File: config.mk
export PLATFORM = sky130hd
export DESIGN_NAME = cfg_port_ctrl
export DESIGN_NICKNAME = d
export VERILOG_FILES = /design/src/rtl/cfgp_pkg.sv /design/src/rtl/cfgp_unlock.sv /design/src/rtl/cfgp_bank.sv /design/src/rtl/cfg_port_ctrl.sv
export SDC_FILE = /design/constraint.sdc
export NUM_CORES = 1
export LEC_CHECK = 0
export BUFFER_PORTS_ARGS = -buffer_cell sky130_fd_sc_hd__buf_2
export CAP_MARGIN = 20
export CORE_UTILIZATION = 54
export CTS_CLUSTER_SIZE = 10
export DETAILED_ROUTE_END_ITERATION = 7
export PLACE_DENSITY = 0.9
export SLEW_MARGIN = 0
export SYNTH_ARGS = -nofsm -noshare
export SYNTH_HDL_FRONTEND = slang
export SYNTH_SLANG_ARGS = --single-unit
File: constraint.sdc
create_clock -name clk -period 3.55 [get_ports clk]
set_clock_uncertainty 0.05 [all_clocks]
set_input_delay 1.065 -clock clk [delete_from_list [all_inputs] [get_ports clk]]
set_output_delay 1.065 -clock clk [all_outputs]
set_load 0.005 [all_outputs]
File: src/rtl/cfgp_pkg.sv
package cfgp_pkg;
   localparam logic [7:0] KEY_OPEN    = 8'h87;
   localparam logic [7:0] KEY_CLOSE   = 8'hAA;
   localparam logic [7:0] REG_DEVSEL  = 8'h07;
   localparam logic [7:0] REG_PINMUX  = 8'h2A;
   localparam logic [7:0] REG_ACTIVE  = 8'h30;
   localparam logic [7:0] REG_BASE_HI = 8'h60;
   localparam logic [7:0] REG_BASE_LO = 8'h61;
   localparam logic [7:0] REG_PWRLOSS = 8'hE4;

   typedef enum logic [1:0] {
      LK_SHUT = 2'd0,
      LK_HALF = 2'd1,
      LK_OPEN = 2'd2
   } lock_t;
endpackage

File: src/rtl/cfgp_unlock.sv
module cfgp_unlock
   import cfgp_pkg::*;
(
   input  logic       clk,
   input  logic       rst_n,
   input  logic       idx_wr,
   input  logic       dat_wr,
   input  logic [7:0] wdata,
   output logic       is_open,
   output logic [7:0] reg_idx
);
   lock_t st;

   always_ff @(posedge clk) begin
      if (!rst_n) begin
         st      <= LK_SHUT;
         reg_idx <= 8'h00;
      end else begin
         case (st)
            LK_SHUT: begin
               if (idx_wr && wdata == KEY_OPEN) st <= LK_HALF;
            end
            LK_HALF: begin
               if (idx_wr)      st <= (wdata == KEY_OPEN) ? LK_OPEN : LK_SHUT;
               else if (dat_wr) st <= LK_SHUT;
            end
            LK_OPEN: begin
               if (idx_wr) begin
                  if (wdata == KEY_CLOSE) st <= LK_SHUT;
                  else                    reg_idx <= wdata;
               end
            end
            default: st <= LK_SHUT;
         endcase
      end
   end

   assign is_open = (st == LK_OPEN);
endmodule

File: src/rtl/cfgp_bank.sv
module cfgp_bank #(
   parameter int ADDR_W = 12,
   parameter int ALIGN  = 3,
   parameter bit WIDE   = 1'b0
) (
   input  logic              clk,
   input  logic              rst_n,
   input  logic              act_we,
   input  logic              hi_we,
   input  logic              lo_we,
   input  logic [7:0]        wdata,
   output logic              active,
   output logic [ADDR_W-1:0] base
);
   localparam logic [ADDR_W-1:0] ALIGN_MASK = {ADDR_W{1'b1}} << ALIGN;
   localparam logic [ADDR_W-1:0] TOP_MASK   = WIDE ? {ADDR_W{1'b1}} : ({ADDR_W{1'b1}} >> 1);
   localparam logic [ADDR_W-1:0] KEEP       = ALIGN_MASK & TOP_MASK;

   logic [ADDR_W-1:0] nxt;

   always_comb begin
      if (hi_we) nxt = {wdata[ADDR_W-9:0], base[7:0]};
      else       nxt = {base[ADDR_W-1:8], wdata};
   end

   always_ff @(posedge clk) begin
      if (!rst_n) begin
         active <= 1'b0;
         base   <= '0;
      end else begin
         if (act_we)         active <= wdata[0];
         if (hi_we || lo_we) base   <= nxt & KEEP;
      end
   end
endmodule

File: src/rtl/cfg_port_ctrl.sv
module cfg_port_ctrl
   import cfgp_pkg::*;
#(
   parameter int NUM_DEV  = 12,
   parameter int ADDR_W   = 12,
   parameter int ALIGN    = 3,
   parameter int WIDE_DEV = 11,
   parameter int PWR_DEV  = 10
) (
   input  logic                      clk,
   input  logic                      rst_n,
   input  logic                      bus_addr,
   input  logic                      bus_wr,
   input  logic                      bus_rd,
   input  logic [7:0]                bus_wdata,
   output logic [7:0]                bus_rdata,
   output logic                      cfg_open,
   output logic [NUM_DEV-1:0]        dev_en,
   output logic [NUM_DEV*ADDR_W-1:0] dev_base,
   output logic                      i2c_sel,
   output logic [1:0]                pwr_mode
);
   localparam int LDN_W = $clog2(NUM_DEV);
   localparam logic [LDN_W-1:0] PWR_SEL = LDN_W'(PWR_DEV);

   if (NUM_DEV < 2 || NUM_DEV > 16 || PWR_DEV >= NUM_DEV || WIDE_DEV >= NUM_DEV ||
       ADDR_W < 9 || ADDR_W > 16 || ALIGN > 7) begin : g_bad_cfg
      $error("cfg_port_ctrl: unsupported parameter set");
   end

   logic             idx_wr, dat_wr, reg_wr;
   logic [7:0]       reg_idx;
   logic [LDN_W-1:0] ldn;
   logic             ldn_ok;
   logic [ADDR_W-1:0] base_arr [NUM_DEV];
   logic [ADDR_W-1:0] sel_base;
   logic              sel_act;

   assign idx_wr = bus_wr & ~bus_addr;
   assign dat_wr = bus_wr & bus_addr;
   assign reg_wr = dat_wr & cfg_open;
   assign ldn_ok = (int'(ldn) < NUM_DEV);

   cfgp_unlock u_unlock (
      .clk     (clk),
      .rst_n   (rst_n),
      .idx_wr  (idx_wr),
      .dat_wr  (dat_wr),
      .wdata   (bus_wdata),
      .is_open (cfg_open),
      .reg_idx (reg_idx)
   );

   always_ff @(posedge clk) begin
      if (!rst_n) begin
         ldn      <= '0;
         i2c_sel  <= 1'b0;
         pwr_mode <= 2'b00;
      end else if (reg_wr) begin
         if (reg_idx == REG_DEVSEL) ldn     <= bus_wdata[LDN_W-1:0];
         if (reg_idx == REG_PINMUX) i2c_sel <= bus_wdata[1];
         if (reg_idx == REG_PWRLOSS && ldn == PWR_SEL) pwr_mode <= bus_wdata[6:5];
      end
   end

   for (genvar g = 0; g < NUM_DEV; g++) begin : g_bank
      logic hit;
      assign hit = reg_wr && (ldn == LDN_W'(g));
      cfgp_bank #(
         .ADDR_W (ADDR_W),
         .ALIGN  (ALIGN),
         .WIDE   (g == WIDE_DEV)
      ) u_bank (
         .clk    (clk),
         .rst_n  (rst_n),
         .act_we (hit && reg_idx == REG_ACTIVE),
         .hi_we  (hit && reg_idx == REG_BASE_HI),
         .lo_we  (hit && reg_idx == REG_BASE_LO),
         .wdata  (bus_wdata),
         .active (dev_en[g]),
         .base   (base_arr[g])
      );
      assign dev_base[g*ADDR_W +: ADDR_W] = base_arr[g];
   end

   always_comb begin
      sel_base = '0;
      sel_act  = 1'b0;
      for (int i = 0; i < NUM_DEV; i++) begin
         if (ldn_ok && int'(ldn) == i) begin
            sel_base = base_arr[i];
            sel_act  = dev_en[i];
         end
      end
   end

   always_comb begin
      bus_rdata = 8'h00;
      if (bus_rd) begin
         if (!cfg_open)     bus_rdata = 8'hFF;
         else if (!bus_addr) bus_rdata = reg_idx;
         else begin
            case (reg_idx)
               REG_DEVSEL:  bus_rdata = 8'(ldn);
               REG_PINMUX:  bus_rdata = {6'b0, i2c_sel, 1'b0};
               REG_ACTIVE:  bus_rdata = {7'b0, sel_act};
               REG_BASE_HI: bus_rdata = 8'(sel_base >> 8);
               REG_BASE_LO: bus_rdata = sel_base[7:0];
               REG_PWRLOSS: bus_rdata = (ldn == PWR_SEL) ? {1'b0, pwr_mode, 5'b0} : 8'h00;
               default:     bus_rdata = 8'h00;
            endcase
         end
      end
   end
endmodule

==> impl_metrics.ini, run 1 <==
[status]
outcome = complete, but fails checks
violations = setup timing

[sta]
whs_ns = 0.416
setup-violations-final = 1
setup_ws_ns = -0.0172
post-route-period-util_pct = 100
slew_violations = 0
max_freq_mhz = 280
rsz0062_at_grt = yes
worstMarginPinSlew_ns = 0.665
final-hold-violation-count = 0
finalCriticalPeriod_ns = 3.57
max_slew_margin_pct = 55.6
fin_setup_tns_ns = -0.0172

[yosys]
ys.flop_type = dfxtp_1
syn_area_sq_mm = 0.00716
ys_seq_area_share_pct = 35.2
syn_area_per_cell_sq_um = 8.08
synthCells = 887
ys_warn_count = 0
synth-seq-cells = 126
synth-async-reset-ratio_pct = 0
ys_types = 66
synth_edf_count = 0

[worst_setup_path]
cp.required_ns = 2.43
crit_type = reg2out
r2r_cells = 7
cp_max_fo = 28
cp.arrival_ns = 2.45
start_kind = register
r2r_start = u_unlock.reg_idx[6]$_SDFFE_PN0P_
end_kind = output pin
r2r_slack_ns = 1.01
r2r_end = g_bank[1].u_bank.base[6]$_SDFFE_PN0P_

[die]
core-area_sq_mm = 0.0128
dieArea_sq_mm = 0.0137
num_rows = 41
die_h_um = 117
die_w_um = 117
pin_count = 181
initial_core_util_pct = 56.1

[pwr]
p_leak_nw = 3.22
ir_drop_uv = 259
powerDensity_mw_per_mm2 = 399

[place]
port_buffers = 133
globalplace.congestion = 0.981
hpwlAfterDp_mm = 15.0
pre_cts_slack_ns = 0.262

[route]
vias = 7161
vias_per_cell = 6.14
first_iter_violations = 950
routed_wl_mm = 22.3
drc_errors = 0
post_drt_wl_per_cell_um = 19.1
antenna_left = 0
first_pass_iters = 7

[cts]
cts_tree = built
clk_latency_ns = 0.43
cts_buffers = 17
hold_buffers = 0
path_clk_slew_ns = 0.06
cts_root_buffer = clkbuf_16
htreeDepth = 4
ctsLongestPathBuffers = 2
clock_sinks = 126

[grt]
grt_pass1_vias = 6477
grt_pass1_wl_mm = 33.8
overflow = 0
grt_max_degree = 127
grt_use_total_pct = 32.8
antenna_found_initial = 0

[flow_run]
cap_violations = 0

[cells_and_area]
area_growth_pct = 17.0
fin_nets = 995
diodes = 0
drive_gt1_share_pct = 24.0

[min_path]
holdCritPathClass = reg2reg
min_path_cells = 1
min_to = u_unlock.st[0]$_SDFFE_PN0P_
worstHoldStart = u_unlock.st[1]$_SDFFE_PN0P_
-- logic make-up (layout without fill, tap and decap cells) --
family                 Yosys count  count (layout)  share of synthesized area (%)
other                            1              47                         0.0523
DFF                            126             126                           35.2
and+or+nand+nor                276             276                           19.0
AOI/OAI and AO/OA              297             297                           26.7
buffers and inverters          144             206                           11.4
muxes                           43              43                           7.63
-- synth_stat cells, types with 3 or more instances --
cell	instances	area share, %
nor4_1	3	0.26
a31oi_1	6	0.52
buf_2	12	0.84
and4b_1	3	0.42
o31ai_1	5	0.52
nor2_1	53	2.8
nand3_1	13	0.91
a22oi_1	5	0.52
o21ai_0	121	8.5
nand4_1	5	0.44
nor3_1	5	0.35
dfxtp_1	126	35
mux4_2	9	2.8
a211oi_1	5	0.52
a21boi_0	52	5.4
a21oi_1	18	1.3
o211ai_1	3	0.31
mux2i_1	31	4.3
a21boi_1	53	5.6
nand2b_1	8	0.70
and3_1	3	0.26
inv_1	8	0.42
mux2_2	3	0.47
buf_4	65	6.8
nor2b_1	30	2.6
clkbuf_1	57	3.0
nor4bb_1	3	0.42
a21o_1	3	0.31
nand2_1	121	6.3
nor3b_1	3	0.31
o2bb2ai_1	3	0.37
nor2_2	10	0.87
-- critical path: stages (launching register included) --
cell and delay, ns:
dfxtp_4 0.44, buf_12 0.21, nor2b_1 0.29, a2bb2oi_1 0.14, a211oi_1 0.44, o311ai_0 0.20, a21oi_1 0.17, buf_2 0.13
-- area by class of cell --
class                      count  area, sq um
tap                          172          215
multi-input combinational    663         4040
timing repair buffer         166          950
clock inverter                13          163
fill                        1037         4390
sequential                   126         2530
clock buffer                  19          453
inverter                       8         30.0
-- cells in the final DEF, fill, tap and decap left out, types with 3 or more instances in the layout --
master      instances
a211oi_1            4
a21boi_0           52
a21boi_1           53
a21o_1              3
a21oi_1            18
a22oi_1             5
a31oi_1             6
and3_1              3
buf_2             133
buf_4              29
bufinv_16           3
clkbuf_16          17
clkinv_2            3
clkinvlp_4          3
conb_1             47
dfxtp_1           122
inv_1               8
mux2_2              3
mux2i_1            31
mux4_2              9
nand2_1           121
nand2b_1            8
nand3_1            13
nand4_1             5
nor2_1             53
nor2_2             10
nor2b_1            28
nor3_1              5
nor3b_1             3
nor4_1              3
o211ai_1            3
o21ai_0           121
o31ai_1             5
-- what timing repair did --
action,CTS,global route
buffers inserted,0,4
cloned,0,0
resized for setup,3,13
endpoints found under the setup margin,3,6
pin swaps,0,0
-- state kept, by name, indices dropped and copies added, names as in the netlist --
name,cells
g_bank.u_bank.base,97
g_bank.u_bank.active,12
u_unlock.reg_idx,8
ldn,4
pwr_mode,2
u_unlock.st,2
i2c_sel,1
-- power by group --
| part | total (mW) | internal (mW) | switching [mW] |
|---|---|---|---|
| clock | 1.82 | 1.14 | 0.680 |
| sequential | 1.41 | 1.41 | 0.0000613 |
| combinational | 0.113 | 0.0379 | 0.0753 |
| total | 3.35 | 2.59 | 0.755 |
-- layer usage --
layer	global-route usage, %	vias to the layer above	routed length (um)
li1	-	3197	-
met1	42.2	3282	8660
met2	49.6	563	10000
met3	7.31	119	2500
met4	20.9	0	1150
met5	0	-	0
-- through the flow --
stage	util [%]	power, mW	cell area, sq um	instances
floorplan	-	1.55	7340	933
global placement	60.1	1.55	7680	1131
detailed placement	60.1	1.55	7680	1131
CTS	65.0	3.34	8300	1163
global route	65.6	3.42	8380	1167
finish	65.6	3.35	8380	1167
-- how the worst max path moves through the flow --
stage,slack [ns],from,depth (start not counted),endpoint
5_1_grt,-0.05,ldn[2]$_SDFFE_PN0P_,7,bus_rdata[1]
3_3_place_gp,0.27,bus_addr,6,bus_rdata[1]
6_report,-0.02,ldn[0]$_SDFFE_PN0P_,7,bus_rdata[7]
3_5_place_dp,0.26,bus_addr,6,bus_rdata[1]
2_1_floorplan,0.56,bus_addr,6,bus_rdata[0]
4_1_cts,0.005,ldn[2]$_SDFFE_PN0P_,7,bus_rdata[3]
(Power assumes the default switching activity.)
==> run 2: changes to the inputs <==
CELL_PAD_IN_SITES_DETAIL_PLACEMENT = 0   (was default)
CELL_PAD_IN_SITES_GLOBAL_PLACEMENT = 1   (was default)
CORE_UTILIZATION = 40   (was 54)
SYNTH_HIERARCHICAL = 1   (was default)
==> impl_metrics.ini, run 2 <==
[route]
highest_layer = met4
vias = 7449
vias_per_cell = 5.51
drc_errors = 0
first_pass_iters = 6
routed_wl_mm = 27.1
post_drt_wl_per_cell_um = 20.0
met2_length_mm = 12.4
wl_met1_mm = 11.3
antenna_left = 0
met3_length_mm = 2.46
first_iter_violations = 658

[worst_setup_path]
end_kind = output pin
cp_max_fo = 6
cp.required_ns = 2.43
start_kind = register
path_cells = or4b_4, nor4b_4, nand2_1, a21oi_2, o31ai_2, a41oi_2, buf_2
crit_type = reg2out
crit_path_top_delay_cell = or4b_4
critPathMaxStageDelay_ns = 0.52
r2r_slack_ns = 0.87
cp.arrival_ns = 2.44

[cells_and_area]
fin_nets = 1093
layout_common_cells = 154 x nand2_1, 136 x mux2i_1, 132 x buf_2
final_common_cell = nand2_1
drive_gt1_share_pct = 27.5
stdcell_area_sq_mm = 0.00958
area_growth_pct = 24.0
max_flop_register = g_bank.u_bank/base
diodes = 0
largest_reg_flops = 97
top_regs = g_bank.u_bank/base: 97 flops, g_bank.u_bank/active: 12 flops, u_unlock/reg_idx: 8 flops
instances_no_fill = 1353

[place]
globalplace.congestion = 0.995
port_buffers = 133
placed_area_sq_mm = 0.00855
pre_cts_slack_ns = 0.216
place_inst = 1303
hpwlAfterDp_mm = 19.4

[die]
num_rows = 50
initial_core_util_pct = 41.0
die_w_um = 141
dieArea_sq_mm = 0.0199
core-area_sq_mm = 0.0188
pin_count = 181
die_h_um = 141

[yosys]
yosys-top-cells-area = dfxtp_1 33%, mux2i_1 18%, nand2_1 7.5%
ys_types = 70
yosysTopAreaCellShare_pct = 32.6
syn_area_per_cell_sq_um = 8.30
yosys-top-cells-count = 154 x nand2_1, 136 x mux2i_1, 126 x dfxtp_1
yosysMostFrequentCell = nand2_1
ys_seq_area_share_pct = 32.6
yosysTopAreaCell = dfxtp_1
synth_edf_count = 0
syn_area_sq_mm = 0.00773
synthCells = 931
synth-async-reset-ratio_pct = 0
ys_warn_count = 6
synth-seq-cells = 126
ys.flop_type = dfxtp_1

[cts]
cts_tree = built
clk_latency_ns = 0.43
ctsLongestPathBuffers = 2
htreeDepth = 4
cts_root_buffer = clkbuf_16
clock_sinks = 126
cts_buffers = 17
path_clk_slew_ns = 0.06

[grt]
antenna_found_initial = 0
grt_pass1_wl_mm = 40.1
grt_max_degree = 103
grt_use_total_pct = 26.7
grt_pass1_vias = 7013
overflow = 0

[pwr]
total_power_mw = 3.82
p_leak_nw = 3.71
powerDensity_mw_per_mm2 = 399
ir_drop_uv = 354

[sta]
post-route-period-util_pct = 100
setup_ws_ns = -0.00177
setup-violations-final = 1
slew_violations = 0
worstMarginPinSlew_ns = 0.710
max_slew_margin_pct = 52.5
finalCriticalPeriod_ns = 3.55
max_freq_mhz = 282
rsz0062_at_grt = yes
final-hold-violation-count = 0

[min_path]
holdCritPathClass = reg2reg

[status]
violations = setup timing
outcome = complete, but fails checks

[flow_run]
cap_violations = 0
-- run 2: timing repair --
action | in CTS | in global routing
gates resized for setup | 16 | 33
setup endpoints to repair | 8 | 8
buffers inserted | 5 | 12
gates cloned | 0 | 1
pin swaps | 6 | 5
hold buffers | 0 | 0
hold endpoints to repair | 0 | 0
-- run 2: cells by family (layout without fill, tap and decap cells) --
family / count (synthesis) / count (layout) / synth area share (%)
buffers and inverters: 121 / 248 / 9.83
multiplexers: 146 / 146 / 19.8
other: 12 / 47 / 0.583
AND/OR/NAND/NOR: 366 / 366 / 23.7
AO/OA/AOI/OAI: 160 / 160 / 13.4
flip-flops: 126 / 126 / 32.6
-- run 2: layer usage --
| metal | global-route usage [%] | vias to the layer above |
|---|---|---|
| met5 | 0 | - |
| met4 | 12.2 | 0 |
| met3 | 6.56 | 73 |
| met2 | 41.7 | 405 |
| met1 | 34.6 | 3531 |
| li1 | - | 3440 |
-- run 2: report_power, final --
part           internal [mW]  total (mW)  switching (mW)
logic                  0.133       0.359           0.226
clock network           1.34        2.02           0.689
registers               1.42        1.44          0.0145
total                   2.89        3.82           0.930
-- run 2: worst paths after layout --
path                                                            start                                    end  cells past startpoint
worst max-delay path                 u_unlock/reg_idx[3]$_SDFFE_PN0P_                           bus_rdata[0]                      7
worst min-delay path            g_bank[7].u_bank/base[4]$_SDFFE_PN0P_  g_bank[7].u_bank/base[4]$_SDFFE_PN0P_                      2
worst max register to register            u_unlock/st[1]$_SDFFE_PN0P_  g_bank[3].u_bank/base[7]$_SDFFE_PN0P_                      8
worst min register to register  g_bank[7].u_bank/base[4]$_SDFFE_PN0P_  g_bank[7].u_bank/base[4]$_SDFFE_PN0P_                      2
-- run 2: per-stage QoR --
step / hold WS [ns] / utilization (%) / setup TNS (ns)
floorplan: 0.410 / - / 0
global placement: 0.407 / 45.4 / 0
detailed placement: 0.414 / 45.4 / 0
CTS: 0.424 / 49.5 / -0.0349
global route: 0.442 / 50.9 / -0.122
finish: 0.420 / 50.9 / -0.00177
-- run 2: area by class of cell --
cell class,count,area (sq um)
multi-input cells,719,4700
clock buffers,18,439
inverters,14,63.8
well taps,260,325
repair buffers,202,1270
clock inverters,14,239
fillers,1795,9250
flip-flops and latches,126,2540
-- run 2: worst max-delay path: cells and delay by family (launching register included) --
family	cells	cell delay, ns
DFF	1	0.37
and+or+nand+nor	3	0.97
AOI/OAI and AO/OA	3	0.49
buffers and inverters	1	0.17
